[config.mk]
export PLATFORM = sky130hd
export DESIGN_NAME = acc24_core
export DESIGN_NICKNAME = d
export VERILOG_FILES = /design/src/rtl/acc24_pkg.sv /design/src/rtl/acc24_decode.sv /design/src/rtl/acc24_alu.sv /design/src/rtl/acc24_core.sv
export SDC_FILE = /design/constraint.sdc
export NUM_CORES = 1
export LEC_CHECK = 0
export ABC_CLOCK_PERIOD_IN_PS = 9000
export BUFFER_PORTS_ARGS = -buffer_cell sky130_fd_sc_hd__buf_2
export CAP_MARGIN = 30
export CORE_ASPECT_RATIO = 1.75
export CORE_MARGIN = 2
export CORE_UTILIZATION = 40
export DETAILED_ROUTE_END_ITERATION = 12
export PLACE_DENSITY = 0.55
export SLEW_MARGIN = 5
export SYNTH_ARGS = -nofsm -noshare
export SYNTH_HDL_FRONTEND = slang
export SYNTH_HIERARCHICAL = 1
export SYNTH_SLANG_ARGS = --single-unit
[constraint.sdc]
create_clock -name clk -period 9 [get_ports clk]
set_clock_uncertainty 0.1 [all_clocks]
set_input_delay 0.9 -clock clk [delete_from_list [all_inputs] [get_ports clk]]
set_output_delay 0.9 -clock clk [all_outputs]
set_load 0.01 [all_outputs]
[src/rtl/acc24_pkg.sv]
package acc24_pkg;

  localparam int WORD_W = 24;
  localparam int BYTE_W = 8;

  typedef enum logic [1:0] {CC_LT = 2'd0, CC_EQ = 2'd1, CC_GT = 2'd2} cc_t;
  typedef enum logic [1:0] {ALU_PASS, ALU_ADD, ALU_SUB, ALU_AND} alu_op_t;
  typedef enum logic [1:0] {REG_A, REG_X, REG_L} reg_sel_t;
  typedef enum logic [1:0] {JC_ALWAYS, JC_LT, JC_EQ, JC_GT} jcond_t;
  typedef enum logic [3:0] {
    K_LOAD, K_STORE, K_ARITH, K_COMP, K_TIX, K_JUMP, K_JSUB, K_RSUB,
    K_LDCH, K_STCH, K_TD, K_RD, K_WD, K_ILLEGAL
  } kind_t;

  typedef struct packed {
    kind_t    kind;
    reg_sel_t rsel;
    alu_op_t  aop;
    jcond_t   jc;
  } dec_t;

  localparam logic [7:0] OP_LDA  = 8'h00;
  localparam logic [7:0] OP_LDX  = 8'h04;
  localparam logic [7:0] OP_LDL  = 8'h08;
  localparam logic [7:0] OP_STA  = 8'h0C;
  localparam logic [7:0] OP_STX  = 8'h10;
  localparam logic [7:0] OP_STL  = 8'h14;
  localparam logic [7:0] OP_ADD  = 8'h18;
  localparam logic [7:0] OP_SUB  = 8'h1C;
  localparam logic [7:0] OP_COMP = 8'h28;
  localparam logic [7:0] OP_TIX  = 8'h2C;
  localparam logic [7:0] OP_JEQ  = 8'h30;
  localparam logic [7:0] OP_JGT  = 8'h34;
  localparam logic [7:0] OP_JLT  = 8'h38;
  localparam logic [7:0] OP_J    = 8'h3C;
  localparam logic [7:0] OP_AND  = 8'h40;
  localparam logic [7:0] OP_JSUB = 8'h48;
  localparam logic [7:0] OP_RSUB = 8'h4C;
  localparam logic [7:0] OP_LDCH = 8'h50;
  localparam logic [7:0] OP_STCH = 8'h54;
  localparam logic [7:0] OP_RD   = 8'hD8;
  localparam logic [7:0] OP_WD   = 8'hDC;
  localparam logic [7:0] OP_TD   = 8'hE0;

  function automatic logic [WORD_W-1:0] alu_eval(alu_op_t op,
                                                 logic [WORD_W-1:0] lhs,
                                                 logic [WORD_W-1:0] rhs);
    case (op)
      ALU_ADD: return lhs + rhs;
      ALU_SUB: return lhs - rhs;
      ALU_AND: return lhs & rhs;
      default: return rhs;
    endcase
  endfunction

  function automatic cc_t cmp_code(logic [WORD_W-1:0] lhs, logic [WORD_W-1:0] rhs);
    if ($signed(lhs) < $signed(rhs)) return CC_LT;
    else if (lhs == rhs)             return CC_EQ;
    else                             return CC_GT;
  endfunction

  function automatic logic jump_ok(jcond_t jc, cc_t cc);
    case (jc)
      JC_LT:   return cc == CC_LT;
      JC_EQ:   return cc == CC_EQ;
      JC_GT:   return cc == CC_GT;
      default: return 1'b1;
    endcase
  endfunction

  // idx 0 selects the most significant byte of the word
  function automatic logic [BYTE_W-1:0] byte_of(logic [WORD_W-1:0] w, logic [1:0] idx);
    case (idx)
      2'd0:    return w[23:16];
      2'd1:    return w[15:8];
      default: return w[7:0];
    endcase
  endfunction

endpackage

[src/rtl/acc24_decode.sv]
module acc24_decode
  import acc24_pkg::*;
(
  input  logic [7:0] opcode,
  output dec_t       dec
);

  always_comb begin
    dec = '{kind: K_ILLEGAL, rsel: REG_A, aop: ALU_PASS, jc: JC_ALWAYS};
    case (opcode)
      OP_LDA:  dec.kind = K_LOAD;
      OP_LDX:  begin dec.kind = K_LOAD;  dec.rsel = REG_X; end
      OP_LDL:  begin dec.kind = K_LOAD;  dec.rsel = REG_L; end
      OP_STA:  dec.kind = K_STORE;
      OP_STX:  begin dec.kind = K_STORE; dec.rsel = REG_X; end
      OP_STL:  begin dec.kind = K_STORE; dec.rsel = REG_L; end
      OP_ADD:  begin dec.kind = K_ARITH; dec.aop = ALU_ADD; end
      OP_SUB:  begin dec.kind = K_ARITH; dec.aop = ALU_SUB; end
      OP_AND:  begin dec.kind = K_ARITH; dec.aop = ALU_AND; end
      OP_COMP: dec.kind = K_COMP;
      OP_TIX:  dec.kind = K_TIX;
      OP_J:    dec.kind = K_JUMP;
      OP_JLT:  begin dec.kind = K_JUMP; dec.jc = JC_LT; end
      OP_JEQ:  begin dec.kind = K_JUMP; dec.jc = JC_EQ; end
      OP_JGT:  begin dec.kind = K_JUMP; dec.jc = JC_GT; end
      OP_JSUB: dec.kind = K_JSUB;
      OP_RSUB: dec.kind = K_RSUB;
      OP_LDCH: dec.kind = K_LDCH;
      OP_STCH: dec.kind = K_STCH;
      OP_TD:   dec.kind = K_TD;
      OP_RD:   dec.kind = K_RD;
      OP_WD:   dec.kind = K_WD;
      default: dec.kind = K_ILLEGAL;
    endcase
  end

endmodule

[src/rtl/acc24_alu.sv]
module acc24_alu
  import acc24_pkg::*;
(
  input  alu_op_t           aop,
  input  logic [WORD_W-1:0] acc,
  input  logic [WORD_W-1:0] idx,
  input  logic [WORD_W-1:0] operand,
  output logic [WORD_W-1:0] result,
  output logic [WORD_W-1:0] idx_inc,
  output cc_t               cmp_acc,
  output cc_t               cmp_idx
);

  assign result  = alu_eval(aop, acc, operand);
  assign idx_inc = idx + WORD_W'(1);
  assign cmp_acc = cmp_code(acc, operand);
  assign cmp_idx = cmp_code(idx_inc, operand);

endmodule

[src/rtl/acc24_core.sv]
module acc24_core
  import acc24_pkg::*;
#(
  parameter int ADDR_W = 15,
  parameter logic [ADDR_W-1:0] RESET_PC = '0
) (
  input  logic              clk,
  input  logic              rst_n,
  output logic [ADDR_W-1:0] mem_addr,
  output logic              mem_we,
  output logic [7:0]        mem_wdata,
  input  logic [7:0]        mem_rdata,
  output logic [7:0]        dev_id,
  output logic              dev_req,
  output logic              dev_we,
  output logic [7:0]        dev_wdata,
  input  logic [7:0]        dev_rdata,
  input  logic              dev_ack,
  input  logic              dev_ready,
  output logic              illegal_halt
);

  localparam logic [1:0] INSN_BYTES = 2'd3;
  localparam logic [1:0] CHAR_BYTES = 2'd1;

  typedef enum logic [2:0] {S_IF, S_DEC, S_RD, S_WB, S_WR, S_IO, S_HALT} state_t;

  state_t            state;
  logic [1:0]        cnt;
  logic [1:0]        nb;
  logic [ADDR_W-1:0] pc;
  logic [ADDR_W-1:0] ta;
  logic [WORD_W-1:0] ir;
  logic [WORD_W-1:0] opd;
  logic [WORD_W-1:0] a;
  logic [WORD_W-1:0] x;
  logic [WORD_W-1:0] l;
  cc_t               cc;

  dec_t              dec;
  logic [WORD_W-1:0] alu_res;
  logic [WORD_W-1:0] x_inc;
  cc_t               cc_acc;
  cc_t               cc_idx;
  logic [ADDR_W-1:0] ta_next;
  logic [WORD_W-1:0] store_word;
  logic              byte_kind;

  // named events for the checker
  logic ev_fetch_done;
  logic ev_cc_write;
  logic in_fetch;

  acc24_decode u_dec (
    .opcode (ir[23:16]),
    .dec    (dec)
  );

  acc24_alu u_alu (
    .aop     (dec.aop),
    .acc     (a),
    .idx     (x),
    .operand (opd),
    .result  (alu_res),
    .idx_inc (x_inc),
    .cmp_acc (cc_acc),
    .cmp_idx (cc_idx)
  );

  function automatic logic [ADDR_W-1:0] target_of(logic [WORD_W-1:0] insn,
                                                  logic [WORD_W-1:0] xreg);
    logic [ADDR_W-1:0] offs;
    offs = insn[15] ? xreg[ADDR_W-1:0] : '0;
    return insn[ADDR_W-1:0] + offs;
  endfunction

  assign ta_next   = target_of(ir, x);
  assign byte_kind = (dec.kind == K_LDCH) || (dec.kind == K_STCH) ||
                     (dec.kind == K_TD)   || (dec.kind == K_RD)   ||
                     (dec.kind == K_WD);

  always_comb begin
    case (dec.rsel)
      REG_X:   store_word = x;
      REG_L:   store_word = l;
      default: store_word = a;
    endcase
  end

  assign in_fetch      = (state == S_IF);
  assign ev_fetch_done = in_fetch && (cnt == 2'd3);
  assign ev_cc_write   = (state == S_WB) &&
                         ((dec.kind == K_COMP) || (dec.kind == K_TIX) || (dec.kind == K_TD));

  assign mem_addr     = (in_fetch ? pc : ta) + ADDR_W'(cnt);
  assign mem_we       = (state == S_WR);
  assign mem_wdata    = byte_of(store_word, 2'(cnt + (INSN_BYTES - nb)));
  assign dev_req      = (state == S_IO);
  assign dev_we       = (dec.kind == K_WD);
  assign dev_id       = opd[7:0];
  assign dev_wdata    = a[7:0];
  assign illegal_halt = (state == S_HALT);

  always_ff @(posedge clk) begin
    if (!rst_n) begin
      state <= S_IF;
      cnt   <= '0;
      nb    <= INSN_BYTES;
      pc    <= RESET_PC;
      ta    <= '0;
      ir    <= '0;
      opd   <= '0;
      a     <= '0;
      x     <= '0;
      l     <= '0;
      cc    <= CC_EQ;
    end else begin
      case (state)
        S_IF: begin
          if (cnt != 2'd0) ir <= {ir[15:0], mem_rdata};
          if (cnt == 2'd3) begin
            pc    <= pc + ADDR_W'(3);
            cnt   <= '0;
            state <= S_DEC;
          end else begin
            cnt <= cnt + 2'd1;
          end
        end
        S_DEC: begin
          ta  <= ta_next;
          opd <= '0;
          cnt <= '0;
          nb  <= byte_kind ? CHAR_BYTES : INSN_BYTES;
          case (dec.kind)
            K_LOAD, K_ARITH, K_COMP, K_TIX, K_LDCH, K_TD, K_RD, K_WD:
              state <= S_RD;
            K_STORE, K_STCH:
              state <= S_WR;
            K_JUMP: begin
              if (jump_ok(dec.jc, cc)) pc <= ta_next;
              state <= S_IF;
            end
            K_JSUB: begin
              l     <= WORD_W'(pc);
              pc    <= ta_next;
              state <= S_IF;
            end
            K_RSUB: begin
              pc    <= l[ADDR_W-1:0];
              state <= S_IF;
            end
            default: state <= S_HALT;
          endcase
        end
        S_RD: begin
          if (cnt != 2'd0) opd <= {opd[15:0], mem_rdata};
          if (cnt == nb) begin
            cnt   <= '0;
            state <= S_WB;
          end else begin
            cnt <= cnt + 2'd1;
          end
        end
        S_WB: begin
          case (dec.kind)
            K_LOAD: begin
              case (dec.rsel)
                REG_X:   x <= opd;
                REG_L:   l <= opd;
                default: a <= opd;
              endcase
            end
            K_ARITH: a <= alu_res;
            K_COMP:  cc <= cc_acc;
            K_TIX: begin
              x  <= x_inc;
              cc <= cc_idx;
            end
            K_LDCH:  a[7:0] <= opd[7:0];
            K_TD:    cc <= dev_ready ? CC_LT : CC_EQ;
            default: ;
          endcase
          state <= ((dec.kind == K_RD) || (dec.kind == K_WD)) ? S_IO : S_IF;
        end
        S_WR: begin
          if (cnt == nb - 2'd1) begin
            cnt   <= '0;
            state <= S_IF;
          end else begin
            cnt <= cnt + 2'd1;
          end
        end
        S_IO: begin
          if (dev_ack) begin
            if (dec.kind == K_RD) a[7:0] <= dev_rdata;
            state <= S_IF;
          end
        end
        S_HALT: state <= S_HALT;
        default: state <= S_HALT;
      endcase
    end
  end

endmodule

### Word-level counts from Yosys, hierarchy flattened

Index checks and enable logic that the tools add are counted.

* add/sub/neg operators: 10
* $mul: 0
* div/mod/pow operators: 0
* magnitude comparators: 2
* eq/ne operators: 70
* shifts and indexed selects: 0
* muxes and demuxes: 49
* bitwise operators: 1
* reduce and logical (&&, ||, !) cells: 38

Operators by type and width (number)
* 24-bit one-hot mux with 2 select lines: 4
* 24-bit 2-to-1 mux: 6
* 24-bit one-hot mux with 3 select lines: 1
* 15-bit 2-to-1 mux: 4
* 4-bit one-hot mux with 13 select lines: 1
* 24-bit == test: 2
* 8-bit by 6-bit == test with 1-bit output (second input constant): 6
* 24-bit < comparator: 2
* 15-bit one-hot mux with 3 select lines: 1
* 8-bit by 7-bit == test with 1-bit output (second input constant): 5
* 8-bit by 5-bit == test with 1-bit output (second input constant): 4
* 16-bit one-hot mux with 2 select lines: 1
* 8-bit one-hot mux with 2 select lines: 2
* 15-bit one-hot mux with 2 select lines: 1
* 24-bit by 1-bit adder with 24-bit output (second input constant): 1
* 24-bit adder: 1
* 24-bit bitwise AND: 1
* 8-bit == test (second input constant): 3
* 8-bit one-hot mux with 3 select lines: 1
* 24-bit subtractor: 1
* 4-bit == test (second input constant): 5
* 2-bit one-hot mux with 3 select lines: 3
* 3-bit one-hot mux with 6 select lines: 1
* 4-bit by 3-bit == test with 1-bit output (second input constant): 4
* other kinds (45): 109

* register bits: 159
* latch bits: 0
* bits in writable memories: 0
* memory bits (read-only): 0
* output and inout port bits: 43
* memories: 0

### Depth between registers and ports, before layout

* depth in word-level cells: 10
* mapped depth: 19
* depth with buffers taken out: 19

### Modules after synthesis

The synthesis kept the hierarchy.

By module, submodules not included
* acc24_core: instances 1, cells each 1115, area an instance 9101.2 µm², seq. area each 3163.0 µm²
* acc24_alu: instances 1, cells each 603, area an instance 4286.6 µm², seq. area each 0.0 µm²
* acc24_decode: instances 1, cells each 70, area an instance 424.2 µm², seq. area each 0.0 µm²

### Least setup slack after synthesis

Ideal clock, no wire load.

* path type: flip-flop to output port
* start: reg ir[20]
* end: out mem_wdata[0]
* arrival: 2.724 ns
* data required time: 8.000 ns
* path slack: 5.276 ns
* stages on the path, launching flop included: 12
* cell sequence: dfxtp_1 > clkbuf_1 > clkbuf_1 > mux2_2 > nor3_1 > inv_1 > ha_1 > clkbuf_1 > clkbuf_1 > a221oi_1 > a21oi_1 > mux4_2

RTL lines
* start, declared: RTL line acc24_core.sv:33 `logic [WORD_W-1:0] ir;`
* start signal, assigned: RTL line acc24_core.sv:120 `if (cnt != 2'd0) ir <= {ir[15:0], mem_rdata};`
* end, declared: RTL line acc24_core.sv:11 `output logic [7:0] mem_wdata,`

==> results.txt <==
CP arrival: 3.86 ns
Seq/Total Area, Yosys: 0.229
Max-Cap Viols: 0
Final setup viols: 0
RSZ-0062 raised after global routing: no
Final Cycle Share: 0.540
Mapped Avg Cell Area: 7.72 µm²
Status: complete, no violations
Clock root buffer: clkbuf_16
Largest net degree at the start of global routing: 83
Maximum vdd drop: 0.101 mV
GRT Overall Usage: 0.285
Antenna Cells: 0
Vias/cell: 5.99
Minimum clock period: 4.86 ns
CTS sink cnt: 158
Cell taking the most area after synthesis: dfxtp_1
Met1 Track Usage GR: 0.286
Synth cell types: 105
Critical Path RT: 8.00 ns
Post-synthesis adder-cell area fraction: 0.0917
Simple-gate share of the synthesized area: 0.219
Die height: 250 µm
Power density cells: 144 mW/mm²
Post-synthesis xor/xnor area fraction: 0.0482
Endpoints failing hold: 0
Drt total wl: 51.3 mm
Antenna violations before repair: 0
Slew HR: 0.345
CTS Buf Count: 17
Yosys warning count: 6
Final HPWL DP: 40.2 mm
Max-slew violation count: 0
Setup TNS: 0 ns
DRC: 0
Total Power: 2.14 mW
FFs w/ async S/R, synth: 0
Worst-skew pair later-pin latency: 0.46 ns
Post-synth top area share: 0.229
Final #Nets: 1,869
Element type at the critical path start: flip-flop
Die Footprint: 0.0361 mm²
Clock Tree Buf Depth: 2
Pre-antenna DRT Iters: 5
Worst-case reg-to-reg path depth: 18
Synth Register Bits: 158
Hold Path Depth: 2
Std-Cell Rows: 90
CORE AREA: 0.0342 mm²
Fin area: 0.0148 mm²
Mapped cell area: 0.0138 mm²
Initial Utilization: 0.403
DP Cell Count: 2,192
DP Worst Slack: 4.50 ns
Routing usage on met3: 0.0370
Crit. End Element: primary output
Syn Nets: 1,906
Largest family of logic cells by synthesized area: compound AO/OA/AOI/OAI gates
Worst Slack Setup Final: 4.14 ns
Post-synth top cells: 199 x nor2_1, 194 x nand2_1, 162 x a21oi_1
GR Overflow Total: 0
Layout cells sized above 1: 0.115
Fmax: 0.206 GHz
Vias in the first global route: 13,100
LEAKAGE: 5.62 nW
Post-synthesis compound-gate area fraction: 0.249
Via count: 13,300
Worst R2R Start: x[5]
Crit-path max FO: 25
Worst-path clk slew: 0.06 ns
Top_reg_cell synth: dfxtp_1
Layout Cells excl Fill: 2,224
Final Util: 0.432
Placer congestion estimate: 0.922
# H-tree levels: 4
ANT nets after route: 0
Post-synthesis cell count: 1,788
Area Overhead vs Synth: 7.19%
Top-count cell post-synth: nor2_1
Post-synthesis mux area share: 0.0919
Fin Hold WS: 0.355 ns
# resized after CTS: 0
Setup Buffers After CTS: 0
Die W: 144 µm
Worst hold start: l[16]
Synth area leaders: dfxtp_1 23%, ha_1 8.5%, a21oi_1 5.9%, nor2_1 5.4%, mux2i_1 5.4%
Placed Area: 0.0142 mm²
Drt wl/cell: 23.1 µm
Hold Path End: l[16]
GRT Max-Usage Layer: met2
First-pass GRT wire length: 77.4 mm
Worst-Margin Slew: 0.983 ns
# IOs: 63
Hold Path Class: flip-flop to flip-flop
Cts hold-fix bufs: 0
Reg-to-Reg End: cc[1]
EDFF count, synth: 0
Port bufs: 62
CTS tree: built
Global Route met2 Usage: 0.513
R2R Setup Slk: 4.39 ns
Worst setup path class: flip-flop to primary output
Iter 0 DRT Violations: 739
[critical path: stages, from the launching register on]
cell      delay [ns]
dfxtp_1         0.43
or4_1           0.71
nor4_1          0.44
inv_1           0.09
ha_1            0.53
a221oi_1        0.43
a21oi_1         0.06
mux4_2          0.52
buf_2           0.17
[logic make-up after synthesis]
| logic type | Yosys count |
|---|---|
| buf+inv | 208 |
| simple gates | 638 |
| xor+xnor | 76 |
| compound gates | 503 |
| flops | 158 |
| fa+ha+maj | 99 |
| mux | 106 |
[routing by layer]
layer	up-vias	routed length, µm
met2	410	26600
met4	0	4840
met5	-	0
li1	6395	-
met1	6355	18100
met3	169	1760
[placed cells by master (no fill, tap or decap), types with 11 or more instances in the layout]
cell / Yosys / layout
nand3_1: 54 / 54
mux4_2: 15 / 15
a21o_1: 27 / 27
nor2b_1: 16 / 16
nand4_1: 18 / 18
a22oi_1: 33 / 33
nor3_1: 32 / 30
nor2_1: 199 / 199
ha_1: 94 / 94
a31oi_1: 15 / 15
buf_2: 19 / 62
xor2_1: 19 / 19
o211ai_1: 17 / 17
o21bai_1: 13 / 13
a221oi_1: 14 / 14
mux2i_1: 74 / 74
clkbuf_16: 0 / 17
dfxtp_1: 158 / 158
a211oi_1: 53 / 53
and3_1: 11 / 11
xnor2_1: 57 / 56
a21oi_1: 162 / 161
or3_1: 12 / 12
and2_1: 18 / 18
nand2b_1: 16 / 16
nand2_1: 194 / 194
buf_4: 23 / 21
o21ai_0: 55 / 55
inv_1: 63 / 63
a311oi_1: 17 / 17
mux2_2: 16 / 16
[worst max path at each step]
stage,from,to,slack (ns),depth (start not counted)
after floorplan,ir[20],mem_wdata[0],5.28,11
after global placement,x[5],cc[1],4.50,18
after detailed placement,x[5],cc[1],4.50,18
after CTS,ir[21],mem_wdata[5],4.16,8
after global routing,ir[21],mem_wdata[3],3.91,8
final,ir[21],mem_wdata[5],4.14,8
[power by group]
part / internal, mW / switching, mW
clock: 0.398 / 0.320
sequential: 0.727 / 0.0624
combinational: 0.236 / 0.392
[registers in the layout (all words and copies together), names as in the netlist]
| name | flops |
|---|---|
| a | 24 |
| ir | 24 |
| l | 24 |
| opd | 24 |
| x | 24 |
| pc | 15 |
| ta | 15 |
| state | 3 |
| cc | 2 |
| cnt | 2 |
| nb | 1 |
[layout make-up]
class                   instances  area, µm²
inverters                      67        254
clock buffers                  21        460
fillers                      3604      19400
clock inverters                11        109
well taps                     460        576
repair buffers                 85        507
flip-flops and latches        158       3160
multi-input cells            1422       9740
(Power assumes the default switching activity.)
